`config.mk`:
```
export PLATFORM = sky130hd
export DESIGN_NAME = tsr_status_reg
export DESIGN_NICKNAME = d
export VERILOG_FILES = /design/src/rtl/tsr_pkg.sv /design/src/rtl/tsr_wrap_det.sv /design/src/rtl/tsr_sticky_flag.sv /design/src/rtl/tsr_dir_track.sv /design/src/rtl/tsr_status_reg.sv
export SDC_FILE = /design/constraint.sdc
export NUM_CORES = 1
export LEC_CHECK = 0
export BUFFER_PORTS_ARGS = -buffer_cell sky130_fd_sc_hd__buf_2
export CAP_MARGIN = 20
export CORE_AREA = 2 2 39 41
export CTS_BUF_LIST = sky130_fd_sc_hd__clkbuf_4
export DETAILED_ROUTE_END_ITERATION = 16
export DIE_AREA = 0 0 41 43
export SLEW_MARGIN = 15
export SYNTH_ARGS = -nofsm -noshare
export SYNTH_HDL_FRONTEND = slang
export SYNTH_SLANG_ARGS = --single-unit
```
`constraint.sdc`:
```
create_clock -name clk_i -period 0.88 [get_ports clk_i]
set_input_delay 0.088 -clock clk_i [delete_from_list [all_inputs] [get_ports clk_i]]
set_output_delay 0.088 -clock clk_i [all_outputs]
set_load 0.05 [all_outputs]
```
`src/rtl/tsr_pkg.sv`:
```
package tsr_pkg;
  typedef enum logic [1:0] {
    MODE_NORMAL = 2'b00,
    MODE_PHASE  = 2'b01,
    MODE_CPWM   = 2'b10,
    MODE_RSVD   = 2'b11
  } tsr_mode_e;

  localparam int unsigned REG_W   = 8;
  localparam int unsigned DIR_BIT = 7;
  localparam int unsigned ONE_BIT = 6;
  localparam int unsigned UDF_BIT = 5;
  localparam int unsigned OVF_BIT = 4;
endpackage

```
`src/rtl/tsr_wrap_det.sv`:
```
module tsr_wrap_det #(
  parameter int unsigned CNT_W    = 16,
  parameter bit          UDF_EN   = 1'b0,
  parameter bit          CPWM_OVF = 1'b0
) (
  input  logic             step_i,
  input  logic             dir_up_i,
  input  logic [CNT_W-1:0] cnt_i,
  input  logic [1:0]       mode_i,
  output logic             ovf_set_o,
  output logic             udf_set_o
);
  import tsr_pkg::*;

  localparam logic [CNT_W-1:0] CNT_MAX = '1;
  localparam logic [CNT_W-1:0] CNT_ONE = CNT_W'(1);

  logic up_wrap, dn_wrap, cpwm_hit;

  assign up_wrap = step_i &&  dir_up_i && (cnt_i == CNT_MAX);
  assign dn_wrap = step_i && !dir_up_i && (cnt_i == '0);

  generate
    if (CPWM_OVF) begin : g_cpwm
      assign cpwm_hit = step_i && !dir_up_i && (cnt_i == CNT_ONE) &&
                        (tsr_mode_e'(mode_i) == MODE_CPWM);
    end else begin : g_no_cpwm
      assign cpwm_hit = 1'b0;
    end
    if (UDF_EN) begin : g_udf
      assign udf_set_o = dn_wrap && (tsr_mode_e'(mode_i) == MODE_PHASE);
    end else begin : g_no_udf
      assign udf_set_o = 1'b0;
    end
  endgenerate

  assign ovf_set_o = up_wrap || cpwm_hit;
endmodule

```
`src/rtl/tsr_sticky_flag.sv`:
```
module tsr_sticky_flag (
  input  logic clk_i,
  input  logic rst_ni,
  input  logic set_i,
  input  logic rd_i,
  input  logic wr_i,
  input  logic wbit_i,
  output logic flag_o
);
  logic flag_q, arm_q;

  // arm: flag was seen as 1 by a read; any write uses it up
  always_ff @(posedge clk_i or negedge rst_ni) begin
    if (!rst_ni) begin
      arm_q <= 1'b0;
    end else if (wr_i) begin
      arm_q <= 1'b0;
    end else if (rd_i && flag_q) begin
      arm_q <= 1'b1;
    end
  end

  always_ff @(posedge clk_i or negedge rst_ni) begin
    if (!rst_ni) begin
      flag_q <= 1'b0;
    end else if (set_i) begin
      flag_q <= 1'b1;
    end else if (wr_i && arm_q && !wbit_i) begin
      flag_q <= 1'b0;
    end
  end

  assign flag_o = flag_q;


  set_wins_chk: assert property (@(posedge clk_i) disable iff (!rst_ni)
    set_i |=> flag_q);


  qual_clear_chk: assert property (@(posedge clk_i) disable iff (!rst_ni)
    $fell(flag_q) |-> ($past(arm_q) && $past(wr_i) && !$past(wbit_i)));
endmodule

```
`src/rtl/tsr_dir_track.sv`:
```
module tsr_dir_track (
  input  logic clk_i,
  input  logic rst_ni,
  input  logic step_i,
  input  logic dir_up_i,
  output logic dir_o
);
  logic dir_q;

  always_ff @(posedge clk_i or negedge rst_ni) begin
    if (!rst_ni)     dir_q <= 1'b1;
    else if (step_i) dir_q <= dir_up_i;
  end

  assign dir_o = dir_q;
endmodule

```
`src/rtl/tsr_status_reg.sv`:
```
module tsr_status_reg #(
  parameter int unsigned CH_IDX = 1,
  parameter int unsigned CNT_W  = 16
) (
  input  logic             clk_i,
  input  logic             rst_ni,
  input  logic             step_i,
  input  logic             dir_up_i,
  input  logic [CNT_W-1:0] cnt_i,
  input  logic [1:0]       mode_i,
  input  logic             bus_en_i,
  input  logic             bus_we_i,
  input  logic [7:0]       bus_wdata_i,
  output logic [7:0]       bus_rdata_o
);
  import tsr_pkg::*;

  localparam bit HAS_DIR  = (CH_IDX != 0);
  localparam bit HAS_UDF  = (CH_IDX == 1) || (CH_IDX == 2);
  localparam bit CPWM_OVF = (CH_IDX == 4);
  localparam logic [CNT_W-1:0] CNT_MAX = '1;

  logic rd, wr;
  logic ovf_set, udf_set;
  logic ovf_bit, udf_bit, dir_bit, dir_raw;
  logic unused_sink;

  assign rd = bus_en_i && !bus_we_i;
  assign wr = bus_en_i &&  bus_we_i;

  tsr_wrap_det #(
    .CNT_W   (CNT_W),
    .UDF_EN  (HAS_UDF),
    .CPWM_OVF(CPWM_OVF)
  ) wrap_i (
    .step_i   (step_i),
    .dir_up_i (dir_up_i),
    .cnt_i    (cnt_i),
    .mode_i   (mode_i),
    .ovf_set_o(ovf_set),
    .udf_set_o(udf_set)
  );

  tsr_dir_track dir_i (
    .clk_i   (clk_i),
    .rst_ni  (rst_ni),
    .step_i  (step_i),
    .dir_up_i(dir_up_i),
    .dir_o   (dir_raw)
  );

  tsr_sticky_flag ovf_i (
    .clk_i (clk_i),
    .rst_ni(rst_ni),
    .set_i (ovf_set),
    .rd_i  (rd),
    .wr_i  (wr),
    .wbit_i(bus_wdata_i[OVF_BIT]),
    .flag_o(ovf_bit)
  );

  generate
    if (HAS_UDF) begin : g_udf
      tsr_sticky_flag udf_i (
        .clk_i (clk_i),
        .rst_ni(rst_ni),
        .set_i (udf_set),
        .rd_i  (rd),
        .wr_i  (wr),
        .wbit_i(bus_wdata_i[UDF_BIT]),
        .flag_o(udf_bit)
      );
    end else begin : g_no_udf
      assign udf_bit = 1'b0;
    end
    if (HAS_DIR) begin : g_dir
      assign dir_bit = dir_raw;
    end else begin : g_no_dir
      assign dir_bit = 1'b1;
    end
  endgenerate

  assign unused_sink = ^{bus_wdata_i[7:6], bus_wdata_i[3:0], udf_set, dir_raw};

  always_comb begin
    bus_rdata_o          = '0;
    bus_rdata_o[DIR_BIT] = dir_bit;
    bus_rdata_o[ONE_BIT] = 1'b1;
    bus_rdata_o[UDF_BIT] = udf_bit;
    bus_rdata_o[OVF_BIT] = ovf_bit;
  end


  dir_follow_chk: assert property (@(posedge clk_i) disable iff (!rst_ni)
    step_i |=> (bus_rdata_o[7] == (HAS_DIR ? $past(dir_up_i) : 1'b1)));


  ovf_set_chk: assert property (@(posedge clk_i) disable iff (!rst_ni)
    (step_i && dir_up_i && cnt_i == CNT_MAX) |=> bus_rdata_o[4]);


  udf_set_chk: assert property (@(posedge clk_i) disable iff (!rst_ni)
    (HAS_UDF && step_i && !dir_up_i && cnt_i == '0 && mode_i == 2'b01)
      |=> bus_rdata_o[5]);
endmodule

```
# After elaboration in Yosys (flattened, before gate mapping)
# Cells that the tools add are included.
[op_classes]
eq_ne = 2
n_mux = 8
n_reduce_logical = 22
[ops]
columns = ["cell", "n"]
rows = [
  ["== test 16 bit, second input constant", 1],
  ["zero test 16 bit", 1],
  ["logical AND 1 bit", 13],
  ["two-way mux 1 bit", 8],
  ["nonzero test 2 bit", 4],
  ["zero test 1 bit", 4],
  ["== test 2 x 1 -> 1 bit, second input constant", 1],
]
[word_totals]
reg_bits = 5
input_bits = 32
output_inout_bits = 8
elab_cells = 37

# Logic depth before layout (Yosys ltp)
[logic_depth]
depth_word = 5
mapped_depth = 3
ltp_nobuf = 3

# Hierarchy
# From an unflattened synthesis, not the netlist that was laid out.
[hier_totals]
cells_unflattened = 42
hier_area_um2 = 364.1
[modules_own_cells]
columns = ["mod", "instances", "cells_each", "area_each_um2", "seq_area_each_um2"]
rows = [
  ["tsr_sticky_flag", 2, 7, 72.6, 50.0],
  ["tsr_wrap_det", 1, 14, 93.8, 0.0],
  ["tsr_status_reg", 1, 12, 83.8, 0.0],
  ["tsr_dir_track", 1, 2, 41.3, 26.3],
]

# Worst setup path after synthesis
# OpenSTA, ideal clock, no wires.
[synth_timing]
path_kind = "reg2out"
from = "reg dir_i.dir_q (netlist: dir_i.dir_o)"
to = "out bus_rdata_o[7]"
arrival_time_ns = 0.686
t_required_ns = 0.792
slack_ns = 0.106
path_stages_with_launch = 2
path_buffers = 1
cell_sequence = "dfstp_2 > buf_4"
[synth_rtl]
columns = ["item", "line_no", "source"]
rows = [
  ["start: declaration", "tsr_dir_track.sv:8", "logic dir_q;"],
  ["start signal: assignment", "tsr_dir_track.sv:12", "else if (step_i) dir_q <= dir_up_i;"],
  ["end: declaration", "tsr_status_reg.sv:14", "output logic [7:0] bus_rdata_o"],
]
# No word-level cell between the ends.

# Worst setup path in the final report
[layout_timing]
from = "reg dir_i.dir_q (netlist: dir_i.dir_o)"
to = "out bus_rdata_o[7]"
# No word-level cell between the ends.

==> run metrics <==
run status=complete, but fails checks; failing checks=negative setup slack; first-pass GRT wire length=1310 µm; Period minus WS final=1.01 ns; Final Instance Count excl. Fillers=84; critical path endpoint category=output port; static leakage power=0.268 nW; Crit Path Class=reg2out; antenna-violating nets left=0; placed cell count=77; portion of total power attributed to sequential cells=0.344; part of the power in combinational logic=0.235; final weighted congestion in routability-driven placement=0.666; via count=388; maximum number of pins on one net before global-route repair=7; Internal=0.000503 W; number of diodes=0; flip-flop and latch count after synthesis=5; post-synthesis sequential area ratio=0.373; Synth-to-Final Area Change=56.8%; global route total overflow=0; DIE HEIGHT=43 µm; vias per inst=4.62; Yosys warnings=0; final critical-path setup slack=-0.132 ns; post-synthesis cell area=339 µm²; total routing resource utilization after global routing=0.114; area inside the core boundary=1380 µm²; Max Slew Vio Count=0; worst setup slack before clock tree synthesis=-0.0389 ns; initial core utilization=0.245; cell area power density=1320 nW/µm²; worst-skew pair later-pin latency=0.24 ns; critical-path maximum fanout=2; number of iterations in the first detailed-routing pass=2; delay-heaviest family, CP=flip-flops; number of library cell types mapped by synthesis=17; routed wirelength normalized by instance count=9.83 µm; Root Buffer=sky130_fd_sc_hd__clkbuf_4; Layout fillers=154; detailed-route wire length=826 µm; Crit-path slowest cell=sky130_fd_sc_hd__dfstp_2; clock skew after layout=0.00677 ns; CP bufs+invs=1; overall die width=41 µm; Hold Crit Class=in2reg; I/O Pins=40; antenna violations before repair=0; Max Freq=0.988 GHz; count of final hold-check violations=0; count of routing violations after the opening detailed-route iteration=4; floorplan row count=14; total of buffers placed on input and output ports=28; number of global-route vias before repair=348; Final setup violation count=1; Worst IR Drop VDD=0.673 mV; Clock Path Buffers=2; worst-path cell chain=buf_8; Avg Cell Area, Syn=8.92 µm²; net switching component of the power=0.000199 W; part of the cycle the worst path needs=1.15; required time worst endpoint=0.79 ns; number of clock sinks seen by CTS=5; power share of the clock group=0.420; die area=1760 µm²; switching power as a share of total power=0.284; number of logic stages on the critical path including buffering=1; clock buffer count from CTS=3; HPWL after DPL=738 µm; logic depth of the worst register-to-register path=2; sort of element at the start of the critical path=flop; Net count, final=101; maximum capacitance violations=0; clock slew at reported path FFs=0.05 ns; Crit path largest cell delay=0.54 ns; setup repair after global routing missed its margin=yes; depth of the worst hold-timing path=2; critical path arrival=0.92 ns; number of instances in the synthesized netlist=38; H-tree levels=1; CTS tree=done; proportion of layout cells with a drive suffix above 1=0.529; remaining routing DRC violations=0
## final timing paths
path / startpoint / to / slack (ns)
max: dir_i.dir_o$_DFFE_PN1P_ / bus_rdata_o[7] / -0.13
min: step_i / dir_i.dir_o$_DFFE_PN1P_ / 0.03
max reg2reg: g_udf.udf_i.flag_o$_DFFE_PN0P_ / g_udf.udf_i.flag_o$_DFFE_PN0P_ / 0.03
min reg2reg: dir_i.dir_o$_DFFE_PN1P_ / dir_i.dir_o$_DFFE_PN1P_ / 0.49
max in group asynchronous: rst_ni / dir_i.dir_o$_DFFE_PN1P_ / 0.48
min in group asynchronous: rst_ni / ovf_i.flag_o$_DFFE_PN0P_ / 0.19
## sequential cells by signal, summed over array words and instances (netlist names)
signal and count:
ovf_i.arm_q 1, g_udf.udf_i.flag_o 1, dir_i.dir_o 1, g_udf.udf_i.arm_q 1, ovf_i.flag_o 1
## logic make-up (layout without fill, tap and decap cells)
logic type	Yosys count	count (layout)	synth area share
and+or+nand+nor	15	15	0.288
DFF	5	5	0.373
AOI/OAI and AO/OA	7	7	0.129
buffers and inverters	9	36	0.188
other	2	5	0.0221
## layer usage
layer,up-vias,track usage,part of all wire
met5,-,0,0
li1,196,-,-
met2,12,0.188,0.55
met4,0,0.0200,0
met1,180,0.111,0.37
met3,0,0.0838,0.077
## power by group through the flow
stage | sequential [W] | combinational [W] | clock (W)
after global placement | 0.000243 | 0.000152 | 0
after floorplan | 0.000243 | 0.0000991 | 0
final | 0.000242 | 0.000165 | 0.000295
after global routing | 0.000242 | 0.000181 | 0.000324
after CTS | 0.000241 | 0.000162 | 0.000311
after detailed placement | 0.000243 | 0.000154 | 0
## cell usage after synthesis
master	number	area share
sky130_fd_sc_hd__and3_1	1	0.018
sky130_fd_sc_hd__nor4b_1	2	0.052
sky130_fd_sc_hd__nor2_1	1	0.011
sky130_fd_sc_hd__inv_1	1	0.011
sky130_fd_sc_hd__o21ai_0	1	0.015
sky130_fd_sc_hd__nand2_1	1	0.011
sky130_fd_sc_hd__a32o_1	1	0.030
sky130_fd_sc_hd__a21oi_1	4	0.059
sky130_fd_sc_hd__dfstp_2	1	0.078
sky130_fd_sc_hd__nand4_1	4	0.074
sky130_fd_sc_hd__nor4_1	3	0.055
sky130_fd_sc_hd__dfrtp_1	4	0.30
sky130_fd_sc_hd__conb_1	2	0.022
sky130_fd_sc_hd__buf_4	8	0.18
sky130_fd_sc_hd__nand4b_1	2	0.052
sky130_fd_sc_hd__a22o_1	1	0.026
sky130_fd_sc_hd__nor3_1	1	0.015
## worst register-to-register path: cells and delay by family, from the launching register on
family | cells | cell delay (ns)
compound gates | 1 | 0.20
flops | 1 | 0.39
buf+inv | 1 | 0.14
## repair_timing
action | CTS | global route
endpoints found under the setup margin | 3 | 4
hold buffers | 1 | 0
hold endpoints to repair | 5 | 0
setup buffers | 2 | 0
resized for setup | 6 | 2
## layout by cell type (no fill, tap or decap)
| cell | Yosys | final |
|---|---|---|
| sky130_fd_sc_hd__nor4b_1 | 2 | 2 |
| sky130_fd_sc_hd__a21oi_2 | 0 | 1 |
| sky130_fd_sc_hd__o21ai_0 | 1 | 1 |
| sky130_fd_sc_hd__and3_1 | 1 | 1 |
| sky130_fd_sc_hd__inv_1 | 1 | 1 |
| sky130_fd_sc_hd__nor3_1 | 1 | 1 |
| sky130_fd_sc_hd__a22o_1 | 1 | 1 |
| sky130_fd_sc_hd__clkbuf_4 | 0 | 4 |
| sky130_fd_sc_hd__dfrtp_1 | 4 | 4 |
| sky130_fd_sc_hd__buf_2 | 0 | 25 |
| sky130_fd_sc_hd__nand2_1 | 1 | 1 |
| sky130_fd_sc_hd__buf_8 | 0 | 1 |
| sky130_fd_sc_hd__a21oi_1 | 4 | 3 |
| sky130_fd_sc_hd__dlygate4sd3_1 | 0 | 1 |
| sky130_fd_sc_hd__dfstp_2 | 1 | 1 |
| sky130_fd_sc_hd__nor4_1 | 3 | 3 |
| sky130_fd_sc_hd__buf_4 | 8 | 2 |
| sky130_fd_sc_hd__nand4_1 | 4 | 4 |
| sky130_fd_sc_hd__buf_6 | 0 | 2 |
| sky130_fd_sc_hd__nor2_1 | 1 | 1 |
| sky130_fd_sc_hd__nand4b_1 | 2 | 2 |
| sky130_fd_sc_hd__a32o_1 | 1 | 1 |
| sky130_fd_sc_hd__conb_1 | 2 | 5 |
## area by class of cell
class / instances / area [µm²] / share of cell area
timing repair buffer: 31 / 188 / 0.353
sequential: 5 / 126 / 0.238
multi-input combinational: 27 / 164 / 0.308
tap: 16 / 20.0 / 0.0376
inverter: 1 / 3.75 / 0.00706
clock buffer: 4 / 30.0 / 0.0565
## metrics by stage
stage	total power (W)	util	hold WS (ns)	TNS, ns	area, µm²
2_1_floorplan	0.000342	-	-0.208	0	350
5_1_grt	0.000747	0.384	0.0330	-0.220	532
4_1_cts	0.000714	0.379	0.0180	-0.163	524
3_5_place_dp	0.000397	0.325	-0.0900	-0.0389	450
6_report	0.000702	0.384	0.0254	-0.132	532
3_3_place_gp	0.000395	0.325	-0.0917	-0.0271	450
No activity file was read; power rests on OpenSTA's default activity.
